## src/rtl/pom_pkg.sv

```systemverilog
package pom_pkg;
  localparam int POH_ROWS = 9;
  localparam int SLOT_W = 4;

  localparam logic [SLOT_W-1:0] SLOT_J1 = 4'd0;
  localparam logic [SLOT_W-1:0] SLOT_B3 = 4'd1;
  localparam logic [SLOT_W-1:0] SLOT_C2 = 4'd2;
  localparam logic [SLOT_W-1:0] SLOT_G1 = 4'd3;

  // strobes from framing control to the datapath
  typedef struct packed {
    logic              live;   // byte belongs to a located SPE
    logic              start;  // byte is J1
    logic              poh;    // byte is an overhead byte
    logic [SLOT_W-1:0] slot;   // overhead slot (row)
  } pom_strobe_t;

  function automatic logic [3:0] pop8(input logic [7:0] v);
    logic [3:0] n;
    n = '0;
    for (int i = 0; i < 8; i++) n = n + {3'b0, v[i]};
    return n;
  endfunction
endpackage

```

## src/rtl/pom_ctrl.sv

```systemverilog
module pom_ctrl
  import pom_pkg::*;
#(
  parameter int COLS = 87
) (
  input  logic        clk,
  input  logic        rstN,
  input  logic        spValid,
  input  logic        spJ1,
  output pom_strobe_t strb
);
  localparam int COL_W = (COLS > 1) ? $clog2(COLS) : 1;
  localparam logic [COL_W-1:0] COL_LAST = COL_W'(COLS - 1);

  logic [COL_W-1:0]  colNext, curCol;
  logic [SLOT_W-1:0] rowNext, curRow;
  logic              locked;

  always_comb begin
    curCol     = spJ1 ? '0 : colNext;
    curRow     = spJ1 ? '0 : rowNext;
    strb.start = spValid && spJ1;
    strb.live  = spValid && (spJ1 || locked);
    strb.poh   = strb.live && (curCol == '0) && (curRow < SLOT_W'(POH_ROWS));
    strb.slot  = curRow;
  end

  always_ff @(posedge clk) begin
    if (!rstN) begin
      colNext <= '0;
      rowNext <= '0;
      locked  <= 1'b0;
    end else if (strb.live) begin
      locked <= 1'b1;
      if (curCol == COL_LAST) begin
        colNext <= '0;
        rowNext <= (curRow == '1) ? curRow : curRow + 1'b1;
      end else begin
        colNext <= curCol + 1'b1;
        rowNext <= curRow;
      end
    end
  end


  no_early_poh_chk: assert property (@(posedge clk) disable iff (!rstN)
    (!locked && !spJ1) |-> !strb.poh);
endmodule

```

## src/rtl/pom_persist.sv

```systemverilog
module pom_persist #(
  parameter int W = 8,
  parameter int N = 5
) (
  input  logic         clk,
  input  logic         rstN,
  input  logic         load,
  input  logic [W-1:0] din,
  output logic [W-1:0] acc,
  output logic         known,
  output logic         diff,
  output logic         accept
);
  localparam int RUN_W = $clog2(N + 1);
  localparam logic [RUN_W-1:0] RUN_MAX = RUN_W'(N);

  logic [W-1:0]     last;
  logic             haveLast;
  logic [RUN_W-1:0] run, runNew;

  always_comb begin
    diff = load && haveLast && (din != last);
    if (haveLast && (din == last))
      runNew = (run >= RUN_MAX) ? RUN_MAX : run + 1'b1;
    else
      runNew = RUN_W'(1);
    accept = load && (runNew >= RUN_MAX);
  end

  always_ff @(posedge clk) begin
    if (!rstN) begin
      last     <= '0;
      haveLast <= 1'b0;
      run      <= '0;
      acc      <= '0;
      known    <= 1'b0;
    end else if (load) begin
      last     <= din;
      haveLast <= 1'b1;
      run      <= runNew;
      if (accept) begin
        acc   <= din;
        known <= 1'b1;
      end
    end
  end


  known_sticky_chk: assert property (@(posedge clk) disable iff (!rstN)
    known |=> known);
endmodule

```

## src/rtl/pom_ratemon.sv

```systemverilog
module pom_ratemon #(
  parameter int CNT_W = 16,
  parameter int WIN_W = 12
) (
  input  logic             clk,
  input  logic             rstN,
  input  logic             evt,
  input  logic [3:0]       amt,
  input  logic [WIN_W-1:0] winLen,
  input  logic [CNT_W-1:0] setThr,
  input  logic [CNT_W-1:0] clrThr,
  output logic             alarm
);
  logic [WIN_W-1:0] frmCnt;
  logic [CNT_W-1:0] errCnt, sum;
  logic [CNT_W:0]   sumW;
  logic [WIN_W:0]   frmNext;
  logic             winEnd;

  always_comb begin
    sumW    = {1'b0, errCnt} + (CNT_W + 1)'(amt);
    sum     = sumW[CNT_W] ? '1 : sumW[CNT_W-1:0];
    frmNext = {1'b0, frmCnt} + 1'b1;
    winEnd  = frmNext >= {1'b0, winLen};
  end

  always_ff @(posedge clk) begin
    if (!rstN) begin
      frmCnt <= '0;
      errCnt <= '0;
      alarm  <= 1'b0;
    end else if (evt) begin
      if (winEnd) begin
        frmCnt <= '0;
        errCnt <= '0;
      end else begin
        frmCnt <= frmNext[WIN_W-1:0];
        errCnt <= sum;
      end
      if (sum > setThr)
        alarm <= 1'b1;
      else if (winEnd && (sum < clrThr))
        alarm <= 1'b0;
    end
  end


  alarm_rise_on_evt_chk: assert property (@(posedge clk) disable iff (!rstN)
    $rose(alarm) |-> $past(evt));

  alarm_fall_on_evt_chk: assert property (@(posedge clk) disable iff (!rstN)
    $fell(alarm) |-> $past(evt));
endmodule

```

## src/rtl/pom_datapath.sv

```systemverilog
module pom_datapath
  import pom_pkg::*;
#(
  parameter int CNT_W   = 16,
  parameter int PERSIST = 5
) (
  input  logic                          clk,
  input  logic                          rstN,
  input  pom_strobe_t                   strb,
  input  logic [7:0]                    spByte,
  input  logic                          blockMode,
  input  logic [7:0]                    expLabel,
  output logic [7:0]                    ohByte,
  output logic [SLOT_W-1:0]             ohSlot,
  output logic                          ohStrobe,
  output logic [POH_ROWS-1:0][7:0]      ohBank,
  output logic [CNT_W-1:0]              b3ErrCnt,
  output logic [CNT_W-1:0]              reiErrCnt,
  output logic                          b3Evt,
  output logic [3:0]                    b3Amt,
  output logic                          uneqAlarm,
  output logic                          plmAlarm,
  output logic                          pluAlarm,
  output logic                          pdiAlarm,
  output logic                          rdiAlarm,
  output logic [2:0]                    erdiCode,
  output logic                          erdiValid
);
  localparam int RUN_W = $clog2(PERSIST + 1);

  function automatic logic [CNT_W-1:0] satAdd(input logic [CNT_W-1:0] c, input logic [3:0] a);
    logic [CNT_W:0] s;
    s = {1'b0, c} + (CNT_W + 1)'(a);
    return s[CNT_W] ? '1 : s[CNT_W-1:0];
  endfunction

  // ---------------- overhead capture ----------------
  for (genvar s = 0; s < POH_ROWS; s++) begin : g_bank
    always_ff @(posedge clk) begin
      if (!rstN) ohBank[s] <= '0;
      else if (strb.poh && (strb.slot == SLOT_W'(s))) ohBank[s] <= spByte;
    end
  end

  always_ff @(posedge clk) begin
    if (!rstN) begin
      ohByte   <= '0;
      ohSlot   <= '0;
      ohStrobe <= 1'b0;
    end else begin
      ohStrobe <= strb.poh;
      if (strb.poh) begin
        ohByte <= spByte;
        ohSlot <= strb.slot;
      end
    end
  end

  // ---------------- BIP-8 ----------------
  logic [7:0] bipAcc, bipPrev;
  logic       seenFrame, bipHave;

  always_ff @(posedge clk) begin
    if (!rstN) begin
      bipAcc    <= '0;
      bipPrev   <= '0;
      seenFrame <= 1'b0;
      bipHave   <= 1'b0;
    end else if (strb.start) begin
      bipPrev   <= bipAcc;
      bipHave   <= seenFrame;
      bipAcc    <= spByte;
      seenFrame <= 1'b1;
    end else if (strb.live) begin
      bipAcc <= bipAcc ^ spByte;
    end
  end

  logic       isB3, isC2, isG1, reiOk;
  logic [7:0] mism;
  logic [3:0] b3Add, reiAdd, reiVal;

  always_comb begin
    isB3   = strb.poh && (strb.slot == SLOT_B3) && bipHave;
    isC2   = strb.poh && (strb.slot == SLOT_C2);
    isG1   = strb.poh && (strb.slot == SLOT_G1);
    mism   = bipPrev ^ spByte;
    b3Add  = blockMode ? {3'b0, |mism} : pop8(mism);
    reiVal = spByte[7:4];
    reiOk  = (reiVal >= 4'd1) && (reiVal <= 4'd8);
    if (!reiOk)        reiAdd = 4'd0;
    else if (blockMode) reiAdd = 4'd1;
    else               reiAdd = reiVal;
  end

  always_ff @(posedge clk) begin
    if (!rstN) begin
      b3ErrCnt  <= '0;
      reiErrCnt <= '0;
      b3Evt     <= 1'b0;
      b3Amt     <= '0;
    end else begin
      b3Evt <= isB3;
      if (isB3) begin
        b3Amt    <= b3Add;
        b3ErrCnt <= satAdd(b3ErrCnt, b3Add);
      end
      if (isG1) reiErrCnt <= satAdd(reiErrCnt, reiAdd);
    end
  end

  // ---------------- label and remote defect filters ----------------
  logic [7:0] c2Acc;
  logic       c2Known, c2Diff, c2Accept;
  logic [0:0] rdiAcc;
  logic       rdiKnown, rdiDiff, rdiAccept;
  logic       erdiDiff, erdiAccept;

  pom_persist #(.W(8), .N(PERSIST)) c2Filt_i (
    .clk(clk), .rstN(rstN), .load(isC2), .din(spByte),
    .acc(c2Acc), .known(c2Known), .diff(c2Diff), .accept(c2Accept));

  pom_persist #(.W(1), .N(PERSIST)) rdiFilt_i (
    .clk(clk), .rstN(rstN), .load(isG1), .din(spByte[3]),
    .acc(rdiAcc), .known(rdiKnown), .diff(rdiDiff), .accept(rdiAccept));

  pom_persist #(.W(3), .N(PERSIST)) erdiFilt_i (
    .clk(clk), .rstN(rstN), .load(isG1), .din(spByte[3:1]),
    .acc(erdiCode), .known(erdiValid), .diff(erdiDiff), .accept(erdiAccept));

  logic [RUN_W-1:0] chgCnt, chgNext;

  always_comb chgNext = (chgCnt >= RUN_W'(PERSIST)) ? chgCnt : chgCnt + 1'b1;

  always_ff @(posedge clk) begin
    if (!rstN) begin
      chgCnt   <= '0;
      pluAlarm <= 1'b0;
    end else if (c2Accept) begin
      chgCnt   <= '0;
      pluAlarm <= 1'b0;
    end else if (c2Diff) begin
      chgCnt <= chgNext;
      if (chgNext >= RUN_W'(PERSIST)) pluAlarm <= 1'b1;
    end
  end

  always_comb begin
    uneqAlarm = c2Known && (c2Acc == 8'h00);
    pdiAlarm  = c2Known && (c2Acc >= 8'hE1) && (c2Acc <= 8'hFC);
    plmAlarm  = c2Known && (c2Acc != expLabel) && (c2Acc != 8'h00) &&
                (c2Acc != 8'h01) && !pdiAlarm;
    rdiAlarm  = rdiKnown && rdiAcc[0];
  end

  // ---------------- checks ----------------

  slot_range_chk: assert property (@(posedge clk) disable iff (!rstN)
    ohStrobe |-> (ohSlot < SLOT_W'(POH_ROWS)));

  b3_only_on_b3_chk: assert property (@(posedge clk) disable iff (!rstN)
    (b3ErrCnt != $past(b3ErrCnt)) |-> b3Evt);

  b3_monotonic_chk: assert property (@(posedge clk) disable iff (!rstN)
    rstN |=> (b3ErrCnt >= $past(b3ErrCnt)));

  b3_block_step_chk: assert property (@(posedge clk) disable iff (!rstN)
    blockMode |=> ((b3ErrCnt == $past(b3ErrCnt)) || (b3ErrCnt == $past(b3ErrCnt) + 1'b1)));

  rei_step_chk: assert property (@(posedge clk) disable iff (!rstN)
    rstN |=> ((reiErrCnt >= $past(reiErrCnt)) &&
              ({1'b0, reiErrCnt} <= {1'b0, $past(reiErrCnt)} + (CNT_W + 1)'(8))));

  label_excl_chk: assert property (@(posedge clk) disable iff (!rstN)
    plmAlarm |-> (!uneqAlarm && !pdiAlarm));
endmodule

```

## src/rtl/pom_top.sv

```systemverilog
module pom_top
  import pom_pkg::*;
#(
  parameter int COLS    = 87,
  parameter int PERSIST = 5,
  parameter int CNT_W   = 16,
  parameter int WIN_W   = 12,
  parameter int NUM_MON = 2
) (
  input  logic                              clk,
  input  logic                              rstN,
  input  logic [7:0]                        spByte,
  input  logic                              spValid,
  input  logic                              spJ1,
  input  logic                              blockMode,
  input  logic [7:0]                        expLabel,
  input  logic [NUM_MON-1:0][WIN_W-1:0]     rmWindow,
  input  logic [NUM_MON-1:0][CNT_W-1:0]     rmSetThr,
  input  logic [NUM_MON-1:0][CNT_W-1:0]     rmClrThr,
  output logic [7:0]                        ohByte,
  output logic [SLOT_W-1:0]                 ohSlot,
  output logic                              ohStrobe,
  output logic [POH_ROWS-1:0][7:0]          ohBank,
  output logic [CNT_W-1:0]                  b3ErrCnt,
  output logic [CNT_W-1:0]                  reiErrCnt,
  output logic [NUM_MON-1:0]                rmAlarm,
  output logic                              uneqAlarm,
  output logic                              plmAlarm,
  output logic                              pluAlarm,
  output logic                              pdiAlarm,
  output logic                              rdiAlarm,
  output logic [2:0]                        erdiCode,
  output logic                              erdiValid
);
  pom_strobe_t strb;
  logic        b3Evt;
  logic [3:0]  b3Amt;

  pom_ctrl #(.COLS(COLS)) ctrl_i (
    .clk(clk), .rstN(rstN), .spValid(spValid), .spJ1(spJ1), .strb(strb));

  pom_datapath #(.CNT_W(CNT_W), .PERSIST(PERSIST)) dp_i (
    .clk(clk), .rstN(rstN), .strb(strb), .spByte(spByte),
    .blockMode(blockMode), .expLabel(expLabel),
    .ohByte(ohByte), .ohSlot(ohSlot), .ohStrobe(ohStrobe), .ohBank(ohBank),
    .b3ErrCnt(b3ErrCnt), .reiErrCnt(reiErrCnt), .b3Evt(b3Evt), .b3Amt(b3Amt),
    .uneqAlarm(uneqAlarm), .plmAlarm(plmAlarm), .pluAlarm(pluAlarm),
    .pdiAlarm(pdiAlarm), .rdiAlarm(rdiAlarm), .erdiCode(erdiCode),
    .erdiValid(erdiValid));

  for (genvar k = 0; k < NUM_MON; k++) begin : g_mon
    pom_ratemon #(.CNT_W(CNT_W), .WIN_W(WIN_W)) mon_i (
      .clk(clk), .rstN(rstN), .evt(b3Evt), .amt(b3Amt),
      .winLen(rmWindow[k]), .setThr(rmSetThr[k]), .clrThr(rmClrThr[k]),
      .alarm(rmAlarm[k]));
  end
endmodule

```

## config.mk

```make
export PLATFORM = sky130hd
export DESIGN_NAME = pom_top
export DESIGN_NICKNAME = d
export VERILOG_FILES = /design/src/rtl/pom_pkg.sv /design/src/rtl/pom_ctrl.sv /design/src/rtl/pom_persist.sv /design/src/rtl/pom_ratemon.sv /design/src/rtl/pom_datapath.sv /design/src/rtl/pom_top.sv
export SDC_FILE = /design/constraint.sdc
export NUM_CORES = 1
export LEC_CHECK = 0
export CAP_MARGIN = 20
export CORE_MARGIN = 8
export CORE_UTILIZATION = 30
export DETAILED_ROUTE_END_ITERATION = 16
export DONT_BUFFER_PORTS = 1
export GPL_TIMING_DRIVEN = 0
export PLACE_DENSITY = 0.47
export SLEW_MARGIN = 20
export SYNTH_ARGS = -nofsm -noshare
export SYNTH_HDL_FRONTEND = slang
export SYNTH_SLANG_ARGS = --single-unit
```

## constraint.sdc

```tcl
create_clock -name clk -period 5 [get_ports clk]
set_input_delay 0.25 -clock clk [delete_from_list [all_inputs] [get_ports clk]]
set_output_delay 0.25 -clock clk [all_outputs]
set_load 0.01 [all_outputs]
```

# Yosys cells after proc, flatten, opt, wreduce, memory -nomap -nowiden
# Cells that the tools add are included.
[totals] reg_bits=244 inputBits=109 output_inout_bits=128 word_cells=180
[op_classes] add_sub_neg=19 n_lt_le_gt_ge=19 n_eq_ne=16 n_mux=29 n_bitwise=3 n_reduce_logical=50
[ops] op="16-bit 2-to-1 mux" n=6
[ops] op="16-bit by 4-bit adder with 17-bit output" n=4
[ops] op="1-bit logical AND" n=33
[ops] op="16-bit greater-than comparator" n=2
[ops] op="16-bit < comparator" n=2
[ops] op="12-bit by 1-bit adder with 13-bit output (second input constant)" n=2
[ops] op="13-bit by 12-bit greater-or-equal comparator with 1-bit output" n=2
[ops] op="4-bit by 1-bit adder with 4-bit output" n=6
[ops] op="3-bit greater-or-equal comparator (second input constant)" n=8
[ops] op="12-bit 2-to-1 mux" n=2
[ops] op="4-bit 2-to-1 mux" n=6
[ops] op="3-bit 2-to-1 mux" n=7
[ops] op="4-bit by 3-bit == test with 1-bit output (second input constant)" n=4
[ops] op="8-bit 2-to-1 mux" n=2
[ops] op="8-bit != test" n=2
[ops] op="8-bit XOR" n=2
[ops] op="7-bit 2-to-1 mux" n=2
[ops] op="3-bit by 1-bit adder with 3-bit output (second input constant)" n=4
[ops] op="2-bit AND reduction" n=6
[ops] op="4-bit by 2-bit == test with 1-bit output (second input constant)" n=2
[ops] op="4-bit == test (second input constant)" n=2
[ops] op="8-bit == test" n=1
[ops] op="8-bit greater-or-equal comparator (second input constant)" n=1
[ops] op="8-bit <= comparator (second input constant)" n=1
[ops] op="22 further kinds" n=27

# Longest topological paths before layout
[depth] ltp_word=11 depth_mapped=19

# Modules after synthesis
# From an unflattened synthesis, not the netlist that was laid out.
[unflattened] hier_cells=1794 hier_area_um2=15072.0
[by_module_without_submodules] module="pom_datapath" instances=1 cells_each=751 area_each_um2=6647.6
[by_module_without_submodules] module="pom_ratemon (g_mon[0].mon_i)" instances=1 cells_each=378 area_each_um2=2944.1
[by_module_without_submodules] module="pom_ratemon (g_mon[1].mon_i)" instances=1 cells_each=378 area_each_um2=2890.3
[by_module_without_submodules] module="pom_persist (dp_i.c2Filt_i)" instances=1 cells_each=101 area_each_um2=988.4
[by_module_without_submodules] module="pom_ctrl" instances=1 cells_each=91 area_each_um2=729.4
[by_module_without_submodules] module="pom_persist (dp_i.erdiFilt_i)" instances=1 cells_each=55 area_each_um2=528.0
[by_module_without_submodules] module="pom_persist (dp_i.rdiFilt_i)" instances=1 cells_each=40 area_each_um2=344.1

# Least setup slack after synthesis
# No wires, ideal clock.
[synth_timing] kind="input port to flip-flop" from="in spByte[1]" to="reg dp_i.b3ErrCnt[14]" arrival_ns=4.516 required_ns=4.928 path_slack_ns=0.413 stages=18 path_cell_list="clkbuf_1 -> xor2_1 -> inv_1 -> ha_1 -> inv_1 -> fa_1 -> fa_1 -> fa_1 -> fa_1 -> xor2_1 -> nor2_1 -> ha_1 -> a21o_1 -> a21oi_1 -> nor3b_1 -> nand2b_1 -> nor3_1 -> mux2i_1"
[synth_via] elab_chain_len=11
[synth_rtl] element="start, declared" line_no="pom_top.sv:12" rtl="input logic [7:0] spByte,"
[synth_rtl] element="8-bit XOR" line_no="pom_datapath.sv:87" rtl="mism = bipPrev ^ spByte;"
[synth_rtl] element="1-bit by 1-bit adder with 2-bit output" line_no="pom_pkg.sv:21" rtl="for (int i = 0; i < 8; i++) n = n + {3'b0, v[i]};"
[synth_rtl] element="4-bit by 1-bit adder with 4-bit output (6 in series)" line_no="pom_pkg.sv:21"
[synth_rtl] element="4-bit 2-to-1 mux" line_no="pom_datapath.sv:88" rtl="b3Add = blockMode ? {3'b0, |mism} : pop8(mism);"
[synth_rtl] element="via dp_i.b3Add[2]" line_no="pom_datapath.sv:81" rtl="logic [3:0] b3Add, reiAdd, reiVal;"
[synth_rtl] element="16-bit by 4-bit adder with 17-bit output" line_no="pom_datapath.sv:33" rtl="s = {1'b0, c} + (CNT_W + 1)'(a);"
[synth_rtl] element="16-bit 2-to-1 mux" line_no="pom_datapath.sv:34" rtl="return s[CNT_W] ? '1 : s[CNT_W-1:0];"
[synth_rtl] element="end signal, assigned" line_no="pom_datapath.sv:106" rtl="b3ErrCnt <= satAdd(b3ErrCnt, b3Add);"
[synth_rtl] element="end, declared" line_no="pom_datapath.sv:17" rtl="output logic [CNT_W-1:0] b3ErrCnt,"
# The timed path passes the listed nets, and every way through them passes these cells.
# A chain may end at the register's enable or synchronous reset.

# Worst setup path in the final report
[layout_timing] from="reg dp_i.bipPrev[1]" to="reg dp_i.b3ErrCnt[14]"
[layout_via] elab_chain_len=11
[layout_rtl] element="start, declared" line_no="pom_datapath.sv:60" rtl="logic [7:0] bipAcc, bipPrev;"
[layout_rtl] element="start signal, assigned" line_no="pom_datapath.sv:70" rtl="bipPrev <= bipAcc;"
[layout_rtl] element="8-bit XOR" line_no="pom_datapath.sv:87"
[layout_rtl] element="1-bit by 1-bit adder with 2-bit output" line_no="pom_pkg.sv:21"
[layout_rtl] element="4-bit by 1-bit adder with 4-bit output (6 in series)" line_no="pom_pkg.sv:21"
[layout_rtl] element="4-bit 2-to-1 mux" line_no="pom_datapath.sv:88"
[layout_rtl] element="via dp_i.b3Add[2]" line_no="pom_datapath.sv:81"
[layout_rtl] element="16-bit by 4-bit adder with 17-bit output" line_no="pom_datapath.sv:33"
[layout_rtl] element="16-bit 2-to-1 mux" line_no="pom_datapath.sv:34"
# The timed path passes the listed nets, and every way through them passes these cells.

==> flow_summary.yaml <==
detailed_routing:
  drtAntennaViolNets: 0
  drcViolationCount: 0
  viasPerCell: 5.111
  dr.pass1.iters: 4
  post_drt_wl_per_cell_um: 20.06
  routed_wl_um: 47220
  drtIter0Drc: 593
  route.vias.total: 12030
timing:
  setup_viol: 0
  drv_slew: 0
  fmax_mhz: 215.1
  hold_violations: 0
  finalSetupTns_ns: 0
  grt_setup_unrepaired: "no"
  fin_ws_ns: 0.3519
  slew_headroom_pct: 37.23
  clock_skew_ns: 0.01500
  post-route-min-period_ns: 4.648
  period_share_pct: 92.96
  worst_pin_slew_ns: 0.9416
die:
  die_w_um: 232.7
  ios: 237
  die_h_um: 232.7
  initial_utilization_pct: 30.33
  die-area_sq_mm: 0.05415
  num_rows: 79
  core_sq_mm: 0.04646
global_routing:
  grt_use_total_pct: 16.91
  antenna_found_initial: 1
  grt_pass1_wl_um: 71800
  use_met3_pct: 6.479
  gr-usage-met1_pct: 20.41
  grt_busiest_layer: "met2"
  met2_usage_pct: 28.68
  grt_start_max_net_pins: 16
  grt_pass1_vias: 11990
  grt-ovfl-total: 0
synth:
  synth_compound_area_share_pct: 15.42
  synthCells: 1692
  synth_simple_gate_area_share_pct: 20.55
  synth_area_per_cell_sq_um: 8.327
  ys_seq_area_share_pct: 34.10
  synth-adder-area-share_pct: 12.15
  async_flop_share_pct: 0
  synth_edf_count: 0
  synth_seq_cells: 240
  synth-xor-area-share_pct: 5.409
  yosys_warnings: 0
  synth_nets: 1933
  muxShareOfSynthArea_pct: 6.581
  syn_area_sq_mm: 0.01409
  ys.flop_type: "dfxtp_1"
  synth_top_family_by_area: "simple AND/OR/NAND/NOR gates"
  synth_cell_types: 67
layout:
  drive_gt1_share_pct: 4.522
  num_antenna_cells: 0
  fillCellCount: 4901
  final_nets: 1968
  layout_common_cells: "240 x dfxtp_1, 175 x nor2_1, 160 x nand2_1"
  syn_to_final_growth_pct: 12.82
  stdcell_count: 2354
  mostFrequentLayoutCell: "dfxtp_1"
pwr:
  p_leak_nw: 6.689
  finalPower_w: 0.004480
  ir_drop_mv: 0.2730
  powerDensity_mw_per_mm2: 281.9
worst_setup_path:
  worstSetupPathType: "reg2reg"
  cp.arrival_ns: 5.16
  cp-start-kind: "register"
  cp_max_fo: 6
  worstPathRequired_ns: 5.51
  cp-end-kind: "register"
clocking:
  clock-sinks: 240
  h-tree-depth: 1
  clk-insertion-delay-late_ns: 0.58
  clock_path_buffers: 3
  cts_made_buffers: 29
  cts-root-buf: "clkbuf_16"
  clk_pin_slew_worst_paths_ns: 0.06
  cts_tree: "yes"
placement:
  dp_cells: 2299
  gp_congestion: 0.8396
  hpwl_um: 36360
  place_ws_ns: -0.5132
  numPortBuffers: 0
min_path:
  hold_class: "in2reg"
run:
  max_cap_viol_count: 0
status:
  status: "complete, no violations"
-- worst paths after layout --
check,startpoint,end,slack (ns),cells past startpoint
worst max-delay path,dp_i.bipPrev[1],dp_i.b3ErrCnt[14],0.35,17
worst max register to register,dp_i.bipPrev[1],dp_i.b3ErrCnt[14],0.35,17
worst min register to register,dp_i.bipAcc[3],dp_i.bipPrev[3],0.44,2
worst min-delay path,rmClrThr[13],g_mon[0].mon_i.alarm,0.04,4
-- registers in the layout, indices dropped and copies added (netlist names), 7 cells and up, named ones only --
| register | cells |
|---|---|
| dp_i.bipPrev | 8 |
| dp_i.c2Filt_i.acc | 8 |
| g_mon.mon_i.errCnt | 32 |
| dp_i.reiErrCnt | 16 |
| dp_i.ohBank | 70 |
| dp_i.b3ErrCnt | 16 |
| ctrl_i.colNext | 7 |
| dp_i.bipAcc | 8 |
| dp_i.ohByte | 8 |
| g_mon.mon_i.frmCnt | 24 |
-- critical path, cell delays in order, from the launching register on --
cell,delay [ns]
dfxtp_1,0.37
xor2_2,0.19
inv_1,0.06
ha_1,0.27
inv_1,0.05
fa_1,0.50
fa_1,0.52
fa_1,0.49
fa_1,0.39
xor2_1,0.14
nor2_1,0.08
ha_1,0.35
a21o_1,0.13
a21oi_1,0.09
nor3b_2,0.39
nand2b_4,0.13
nor3_1,0.23
mux2i_1,0.19
-- layer usage --
layer | vias up | wire length (um)
met3 | 52 | 4382
met2 | 297 | 21980
li1 | 6017 | -
met1 | 5664 | 20100
met4 | 2 | 742
met5 | - | 11
-- through the flow --
step	utilization (%)	cell area (sq um)	hold slack, ns
finish	34.21	15890	0.04363
global route	34.21	15890	0.06266
CTS	34.16	15870	0.03645
detailed placement	31.96	14850	0.4147
global placement	31.96	14850	0.4131
floorplan	-	14090	0.3972
-- kinds of logic after synthesis --
logic type / after synthesis
buffers and inverters: 212
DFF: 240
AOI/OAI and AO/OA: 325
adders and majority gates: 132
muxes: 92
and+or+nand+nor: 604
xor gates and xnor gates: 87
-- final cells by class --
cell class,instances,area (sq um),area share [%]
multi-input combinational,1240,8492,53.43
sequential,240,4805,30.23
clock buffer,42,824.5,5.188
tap,607,759.5,4.778
inverter,117,439.2,2.763
buffer,95,376.6,2.370
clock inverter,9,160.2,1.008
timing repair buffer,4,37.54,0.2362
-- timing repair --
item,CTS,global route
hold buffers,3,0
setup endpoints to repair,3,9
resized for setup,1,3
setup buffers,0,1
endpoints found under the hold margin,5,0
pin swaps,0,1
-- cell usage after synthesis (9+ instances only) --
master / instances / area share [%]
a21oi_1: 116 / 4.1
nand2_1: 160 / 4.3
ha_1: 124 / 11
o21a_1: 18 / 0.96
a31oi_1: 15 / 0.67
nor2_1: 175 / 4.7
and2_1: 13 / 0.58
a21o_1: 18 / 0.96
and3_1: 21 / 0.93
nor3_1: 40 / 1.4
nand3_1: 58 / 2.1
o21ai_0: 50 / 1.8
clkbuf_1: 77 / 2.1
and4_1: 11 / 0.68
nor2b_1: 22 / 0.98
nor4_1: 16 / 0.71
a211oi_1: 9 / 0.48
xnor2_1: 53 / 3.3
nor3b_1: 10 / 0.53
a32o_1: 9 / 0.64
xor2_1: 34 / 2.1
inv_1: 116 / 3.1
nand4_1: 38 / 1.7
nand2b_1: 9 / 0.40
o221a_2: 9 / 0.72
mux2i_1: 87 / 6.2
a22o_1: 12 / 0.75
dfxtp_1: 240 / 34
or3_1: 11 / 0.49
-- report_power, final --
group	internal [W]	switching (W)	total, W	leakage [nW]
Sequential	0.00193	0.0000192	0.00195	1.94
Combinational	0.000103	0.000208	0.000311	4.27
Clock	0.00135	0.000873	0.00222	0.485
Total	0.00338	0.00110	0.00448	6.69
Power figures use the tool's default switching activity.
